$ cat config.mk
export PLATFORM = sky130hd
export DESIGN_NAME = synth_phase_guard
export DESIGN_NICKNAME = d
export VERILOG_FILES = /design/src/rtl/synth_guard_pkg.sv /design/src/rtl/synth_ref_divider.sv /design/src/rtl/synth_edge_pfd.sv /design/src/rtl/synth_lock_guard.sv /design/src/rtl/synth_phase_guard.sv
export SDC_FILE = /design/constraint.sdc
export NUM_CORES = 1
export LEC_CHECK = 0
export BUFFER_PORTS_ARGS = -buffer_cell sky130_fd_sc_hd__buf_4
export CAP_MARGIN = 20
export CELL_PAD_IN_SITES_DETAIL_PLACEMENT = 1
export CELL_PAD_IN_SITES_GLOBAL_PLACEMENT = 2
export CORE_ASPECT_RATIO = 1.75
export CORE_MARGIN = 2
export CORE_UTILIZATION = 35
export DETAILED_ROUTE_END_ITERATION = 7
export GPL_TIMING_DRIVEN = 0
export PLACE_DENSITY = 0.81
export SYNTH_ARGS = -nofsm -noshare
export SYNTH_HDL_FRONTEND = slang
export SYNTH_SLANG_ARGS = --single-unit
export TNS_END_PERCENT = 10
$ cat constraint.sdc
create_clock -name clk -period 5.53 [get_ports clk]
set_clock_uncertainty 0.05 [all_clocks]
set_input_delay 1.659 -clock clk [delete_from_list [all_inputs] [get_ports clk]]
set_output_delay 1.659 -clock clk [all_outputs]
set_load 0.02 [all_outputs]
$ cat src/rtl/synth_guard_pkg.sv
package synth_guard_pkg;

  typedef struct packed {
    logic up;
    logic dn;
  } pump_req_t;

  // bits needed to hold values 0..maxval
  function automatic int width_for(input int maxval);
    int w;
    w = 1;
    while ((1 << w) <= maxval) w++;
    return w;
  endfunction

  function automatic int max_of(input int a, input int b);
    return (a > b) ? a : b;
  endfunction

  // total reference-to-comparison division ratio
  function automatic int cmp_ratio(input int pre, input int stage, input int stages);
    int r;
    r = pre;
    for (int i = 0; i < stages; i++) r = r * stage;
    return r;
  endfunction

endpackage

$ cat src/rtl/synth_ref_divider.sv
module synth_ref_divider
  import synth_guard_pkg::*;
#(
  parameter int PRE_DIV   = 2,
  parameter int STAGE_DIV = 16,
  parameter int STAGES    = 2
) (
  input  logic clk,
  input  logic rst_n,
  output logic ref_evt
);
  localparam int NSTG = STAGES + 1;
  localparam int CW   = width_for(max_of(PRE_DIV, STAGE_DIV) - 1);

  logic [NSTG:0] carry;
  assign carry[0] = 1'b1;

  for (genvar g = 0; g < NSTG; g++) begin : g_stage
    localparam int DIV = (g == 0) ? PRE_DIV : STAGE_DIV;
    localparam logic [CW-1:0] LAST = CW'(DIV - 1);
    logic [CW-1:0] cnt_q;

    always_ff @(posedge clk or negedge rst_n) begin
      if (!rst_n)        cnt_q <= '0;
      else if (carry[g]) cnt_q <= (cnt_q == LAST) ? '0 : cnt_q + 1'b1;
    end

    assign carry[g+1] = carry[g] && (cnt_q == LAST);
  end

  // whole chain wrapping = falling edge of the comparison-rate wave
  assign ref_evt = carry[NSTG];
endmodule

$ cat src/rtl/synth_edge_pfd.sv
module synth_edge_pfd
  import synth_guard_pkg::*;
#(
  parameter int LIMIT = 2,
  parameter int WW    = 2
) (
  input  logic          clk,
  input  logic          rst_n,
  input  logic          ref_evt,
  input  logic          vco_div,
  output logic          up,
  output logic          dn,
  output logic          v_evt,
  output logic          cmp_done,
  output logic [WW-1:0] pulse_w,
  output logic [WW-1:0] w_nxt
);
  localparam logic [WW-1:0] W_TOP = WW'(LIMIT + 1);

  logic      v_prev_q;
  pump_req_t req_q, req_set, req_d;

  assign v_evt = v_prev_q && !vco_div;

  always_comb begin
    req_set.up = req_q.up | ref_evt;
    req_set.dn = req_q.dn | v_evt;
    cmp_done   = req_set.up & req_set.dn;
    req_d.up   = req_set.up & ~cmp_done;
    req_d.dn   = req_set.dn & ~cmp_done;
    if (req_d.up | req_d.dn)
      w_nxt = (pulse_w == W_TOP) ? W_TOP : pulse_w + 1'b1;
    else
      w_nxt = '0;
  end

  always_ff @(posedge clk or negedge rst_n) begin
    if (!rst_n) begin
      v_prev_q <= 1'b0;
      req_q    <= '0;
      pulse_w  <= '0;
    end else begin
      v_prev_q <= vco_div;
      req_q    <= req_d;
      pulse_w  <= w_nxt;
    end
  end

  assign up = req_q.up;
  assign dn = req_q.dn;
endmodule

$ cat src/rtl/synth_lock_guard.sv
module synth_lock_guard
  import synth_guard_pkg::*;
#(
  parameter int LIMIT = 2,
  parameter int CLEAN = 16,
  parameter int WW    = 2
) (
  input  logic          clk,
  input  logic          rst_n,
  input  logic          cmp_done,
  input  logic [WW-1:0] pulse_w,
  input  logic [WW-1:0] w_nxt,
  output logic          cmp_clean,
  output logic          unlock,
  output logic          amp_en
);
  localparam int GW = width_for(CLEAN);
  localparam logic [WW-1:0] LIM_V   = WW'(LIMIT);
  localparam logic [GW-1:0] CLEAN_V = GW'(CLEAN);

  logic          wide;
  logic [GW-1:0] good_q, good_d;

  assign wide      = w_nxt > LIM_V;
  assign cmp_clean = cmp_done && (pulse_w <= LIM_V);

  always_comb begin
    if (wide)
      good_d = '0;
    else if (cmp_clean)
      good_d = (good_q == CLEAN_V) ? CLEAN_V : good_q + 1'b1;
    else
      good_d = good_q;
  end

  always_ff @(posedge clk or negedge rst_n) begin
    if (!rst_n) begin
      unlock <= 1'b0;
      good_q <= '0;
      amp_en <= 1'b0;
    end else begin
      if (wide)           unlock <= 1'b1;
      else if (cmp_clean) unlock <= 1'b0;
      good_q <= good_d;
      amp_en <= (good_d == CLEAN_V);
    end
  end
endmodule

$ cat src/rtl/synth_phase_guard.sv
module synth_phase_guard
  import synth_guard_pkg::*;
#(
  parameter int PRE_DIV   = 2,
  parameter int STAGE_DIV = 16,
  parameter int STAGES    = 2,
  parameter int LIMIT     = 2,
  parameter int CLEAN     = 16
) (
  input  logic clk,
  input  logic rst_n,
  input  logic vco_div,
  output logic up,
  output logic down,
  output logic unlock,
  output logic amp_en
);
  localparam int WW = width_for(LIMIT + 1);

  logic          ref_evt;
  logic          v_evt;
  logic          cmp_done;
  logic          cmp_clean;
  logic [WW-1:0] pulse_w;
  logic [WW-1:0] w_nxt;

  synth_ref_divider #(
    .PRE_DIV(PRE_DIV), .STAGE_DIV(STAGE_DIV), .STAGES(STAGES)
  ) u_div (
    .clk(clk), .rst_n(rst_n), .ref_evt(ref_evt)
  );

  synth_edge_pfd #(.LIMIT(LIMIT), .WW(WW)) u_pfd (
    .clk(clk), .rst_n(rst_n), .ref_evt(ref_evt), .vco_div(vco_div),
    .up(up), .dn(down), .v_evt(v_evt), .cmp_done(cmp_done),
    .pulse_w(pulse_w), .w_nxt(w_nxt)
  );

  synth_lock_guard #(.LIMIT(LIMIT), .CLEAN(CLEAN), .WW(WW)) u_guard (
    .clk(clk), .rst_n(rst_n), .cmp_done(cmp_done), .pulse_w(pulse_w),
    .w_nxt(w_nxt), .cmp_clean(cmp_clean), .unlock(unlock), .amp_en(amp_en)
  );
endmodule

After elaboration in Yosys (flattened, before gate mapping)
Index checks and enable logic that the tools add are counted.
- $add $sub $neg: 5
- $lt $le $gt $ge: 2
- eq/ne operators: 6
- multiplexer cells: 10
- bitwise operators: 7
- reductions and logical operators: 6
- operators by type and width (operator ; count):
    2-to-1 mux 5 bit ; 3
    adder 4 x 1 -> 4 bit, second input constant ; 3
    2-to-1 mux 4 bit ; 3
    == test 5 bit, second input constant ; 2
    == test 4 bit, second input constant ; 2
    adder 5 x 1 -> 5 bit, second input constant ; 1
    == test 4 x 1 -> 1 bit, second input constant ; 1
    logical AND 1 bit ; 4
    2-to-1 mux 2 bit ; 2
    bitwise AND 1 bit ; 3
    bitwise OR 1 bit ; 3
    adder 2 x 1 -> 2 bit, second input constant ; 1
    == test 2 bit, second input constant ; 1
    > comparator 2 bit, second input constant ; 1
    <= comparator 2 bit, second input constant ; 1
    2-to-1 mux 1 bit ; 2
    nonzero test 2 bit ; 1
    zero test 1 bit ; 1
    inverter 1 bit ; 1
- register bits: 24
- input port bits: 3
- output and inout bits: 4
- word-level logic and storage cells: 46

Longest topological paths before layout
- depth in word-level cells: 12
- mapped depth: 9
- mapped depth without buffers: 8

Modules after synthesis
A second synthesis with hierarchy kept.
- cell total of the unflattened synthesis: 105
- area total of the unflattened synthesis: 1201.2 sq um
- by module, submodules not included (module ; instances ; cells an instance ; area each (sq um) ; sequential area each (sq um)):
    synth_ref_divider ; 1 ; 47 ; 568.0 ; 300.3
    synth_lock_guard ; 1 ; 41 ; 422.9 ; 175.2
    synth_edge_pfd ; 1 ; 17 ; 210.2 ; 125.1

Least setup slack after synthesis
Ideal clock, no wire load.
- path type: input -> register
- start: input vco_div
- end: register u_guard.amp_en
- library setup time: 0.095 ns
- data arrival time: 2.971 ns
- data required time: 5.385 ns
- setup slack: 2.414 ns
- stages on the path: 7
- buffers on the path: 0
- cells stage by stage: inv_1 > a21o_1 > ha_1 > and2_1 > nor2_1 > a221o_1 > nor4b_2
- longest elaborated chain between the ends: 11
- elaborated cells on any way between the ends: 14
- classes of those cells: order compare: 1; eq/ne: 1; mux: 3; bitwise: 6; reduce/logical: 3
- ends and longest elaborated chain (element ; line ; RTL):
    start, declared ; synth_phase_guard.sv:12 ; input logic vco_div,
    zero test 1 bit (*) ; synth_edge_pfd.sv:23 ; assign v_evt = v_prev_q && !vco_div;
    logical AND 1 bit (*) ; synth_edge_pfd.sv:23 ;
    bitwise OR 1 bit (*) ; synth_edge_pfd.sv:27 ; req_set.dn = req_q.dn | v_evt;
    bitwise AND 1 bit ; synth_edge_pfd.sv:28 ; cmp_done = req_set.up & req_set.dn;
    inverter 1 bit ; synth_edge_pfd.sv:29, synth_edge_pfd.sv:30 ;
    bitwise AND 1 bit (on tied branches) ; synth_edge_pfd.sv:29, synth_edge_pfd.sv:30 ;
    bitwise OR 1 bit ; synth_edge_pfd.sv:31 ; if (req_d.up | req_d.dn)
    2-to-1 mux 2 bit ; synth_edge_pfd.sv:31 ;
    > comparator 2 bit ; synth_lock_guard.sv:24 ; assign wide = w_nxt > LIM_V;
    2-to-1 mux 5 bit (*) ; synth_lock_guard.sv:28 ; if (wide)
    == test 5 bit (*) ; synth_lock_guard.sv:45 ; amp_en <= (good_d == CLEAN_V);
    end signal, assigned ; synth_lock_guard.sv:45 ;
    end, declared ; synth_lock_guard.sv:15 ; output logic amp_en
Mark *: on every way between the ends. The rest lies on a longest branch, timed or not.
A chain may end at the register's enable or synchronous reset.

Final worst setup path
Ends and elaborated chain as after synthesis.

==> impl_metrics.csv <==
group,metric,value,unit
run_status,status,"finished clean",
cts,clock-sinks,24,
floorplanning,dieArea,3930,um^2
yosys,async_flop_share,100,%
cts,cts_setup_buffers,0,
placement,io_buffers,6,
cells_and_area,most-common-layout-cells,"dfrtp_1 (24), nor2_1 (10), inv_1 (8)",
cts,tritoncts,"yes",
cts,hold_buffers,0,
sta,clock.fmax,0.314,GHz
cells_and_area,final_nets,127,
cells_and_area,final_common_cell,"dfrtp_1",
yosys,synth_top_cell_area_share,50.1,%
sta,rsz0062_at_grt,"no",
sta,hold_viol,0,
yosys,synth.net_count,116,
power_and_ir_drop,p_comb_share,1.6,%
global_routing,grt_max_degree,25,
power_and_ir_drop,p_sw,54.5,uW
yosys,syn_inst,106,
global_routing,grt-ovfl-total,0,
setup_path,critPathArrivalTime,3300,ps
power_and_ir_drop,internal_power,225,uW
placement,gp_congestion,0.777,
placement,place_hpwl,1590,um
global_routing,antenna_found_initial,0,
routing,num_vias,806,
yosys,ys_types,31,
setup_path,cp-start-kind,"primary input",
floorplanning,coreArea,3330,um^2
global_routing,grt_pass1_vias,856,
routing,dr.pass1.iters,4,
global_routing,grt_usage,12.6,%
floorplanning,chipHeight,81.5,um
yosys,netlist_top_cells_area,"dfrtp_1 (50%), ha_1 (7.3%), mux2_2 (3.8%), xnor2_1 (3.6%), nor2_1 (3.1%)",
floorplanning,row_count,28,
cells_and_area,layout-drive-gt1-share,17.4,%
yosys,synth_ff_type,"dfrtp_1",
sta,setup_viol,0,
cells_and_area,antenna_cells,0,
power_and_ir_drop,ir_drop,107,uV
cts,cts_made_buffers,3,
cts,clock_latency,260,ps
floorplanning,start_util,36.1,%
power_and_ir_drop,p_per_area,208,nW/um^2
min_path,min_path_type,"flip-flop to flip-flop",
cts,clock_path_buffers,2,
setup_path,end_kind,"flip-flop",
power_and_ir_drop,pwr-share-clk,35.6,%
sta,whs,441,ps
cts,cts_resized,0,
cells_and_area,areaGrowthSynthToFinish,11.9,%
sta,min_period,3180,ps
setup_path,crit_type,"primary input to flip-flop",
yosys,synth.cell_area,1200,um^2
routing,postRouteAntennaNets,0,
cts,clk_pin_slew,70,ps
global_routing,grt_pass1_wl,3570,um
power_and_ir_drop,switching_share,19.5,%
setup_path,required,5650,ps
routing,drt_iter0_drc,3,
routing,routed_wl,2080,um
sta,finalMaxSlewViolations,0,
yosys,ys_ff_latch,24,
power_and_ir_drop,finalPower,280,uW
sta,tightest_slew,453,ps
setup_path,cp_max_fo,4,
sta,finalCritPeriodShare,57.5,%
routing,post_drt_wl_per_cell,13.0,um
yosys,synth_top_cell_by_area,"dfrtp_1",
cells_and_area,fillers,383,
routing,vias_per_cell,5.04,
floorplanning,ioPinCount,7,
cts,h-tree-depth,1,
routing,post-route-drc-count,0,
power_and_ir_drop,cellLeakagePower,0.638,nW
floorplanning,die_width,48.3,um
sta,tns,0,ps
yosys,yosysSeqAreaShare,50.1,%
cts,cts_root_buffer,"clkbuf_8",
yosys,avgSynthCellArea,11.3,um^2
yosys,yosys_warnings,0,
yosys,synth_edf_count,0,
sta,maxSlewHeadroom,69.5,%
job,maxCapViolations,0,
power_and_ir_drop,power_frac_seq,62.8,%
cell usage after synthesis (2+ instances only):
cell type	instances
a21bo_2	2
a21boi_0	2
a21o_1	3
a21oi_1	6
a31oi_1	2
a41oi_2	2
and2_1	2
dfrtp_1	24
ha_1	7
inv_1	8
mux2_2	4
nand2_1	7
nand3_1	2
nand4_1	2
nor2_1	10
o21ai_0	4
xnor2_1	5
power by group through the flow:
stage	Combinational, mW	Sequential [mW]	Clock, mW
after global routing	0.00534	0.176	0.113
final	0.00452	0.176	0.0995
after CTS	0.00496	0.176	0.108
after global placement	0.00474	0.179	0
after floorplan	0.000140	0.179	0
after detailed placement	0.00498	0.179	0
path summary, 6_finish.rpt:
kind | from | endpoint | slack, ps | cells after the start
min | u_guard.unlock | u_guard.unlock | 440 | 2
max in group asynchronous | rst_n | u_div.g_stage[0].cnt_q[2] | 3960 | 1
min in group asynchronous | rst_n | u_pfd.pulse_w[0] | 1230 | 1
max | vco_div | u_guard.amp_en | 2350 | 8
max reg2reg | u_div.g_stage[0].cnt_q[1] | u_guard.amp_en | 2530 | 9
min reg2reg | u_guard.unlock | u_guard.unlock | 440 | 2
layout make-up:
class                   instances  area (um^2)  share of cell area [%]
repair buffers                  6         45.0                    3.36
inverters                       8         30.0                    2.24
plain buffers                   1         11.3                   0.839
multi-input cells              73          558                    41.6
flip-flops and latches         24          601                    44.7
clock buffers                   3         41.3                    3.08
well taps                      45         56.3                    4.19
sequential cells by signal (all words and copies together), names as in the netlist:
| register | flops |
|---|---|
| u_div.g_stage.cnt_q | 12 |
| u_guard.amp_en | 1 |
| u_guard.good_q | 5 |
| u_guard.unlock | 1 |
| u_pfd.dn | 1 |
| u_pfd.pulse_w | 2 |
| u_pfd.up | 1 |
| u_pfd.v_prev_q | 1 |
metrics by stage:
stage	instances	area, um^2	util [%]	setup slack (ps)
2_1_floorplan	106	1200	-	2410
3_3_place_gp	157	1300	39.1	2080
3_5_place_dp	157	1300	39.1	2070
4_1_cts	160	1340	40.3	2350
5_1_grt	160	1340	40.3	2170
6_report	160	1340	40.3	2350
per-layer routing:
| metal | wire length (um) | part of all wire, % | track usage, % | vias up |
|---|---|---|---|---|
| met5 | 0 | 0 | 0 | - |
| met1 | 840 | 40 | 13.5 | 402 |
| met2 | 1150 | 55 | 22.4 | 8 |
| met3 | 52 | 2.5 | 1.98 | 4 |
| li1 | - | - | - | 392 |
| met4 | 37 | 1.8 | 5.68 | 0 |
kinds of logic (layout without fill, tap and decap cells):
family | Yosys count | after routing | synth area share (%)
xor gates and xnor gates | 6 | 6 | 4.38
and+or+nand+nor | 29 | 29 | 14.0
buffers and inverters | 9 | 18 | 3.44
muxes | 4 | 4 | 3.75
AOI/OAI and AO/OA | 27 | 27 | 17.1
DFF | 24 | 24 | 50.1
adders and majority gates | 7 | 7 | 7.30
worst max-delay path, cell delays in order:
cell and delay (ps):
buf_4 110, inv_1 40, a21o_1 150, ha_1 210, a21boi_0 420, o21ai_0 170
a221o_1 330, nor4b_2 200
Power figures use the tool's default switching activity.
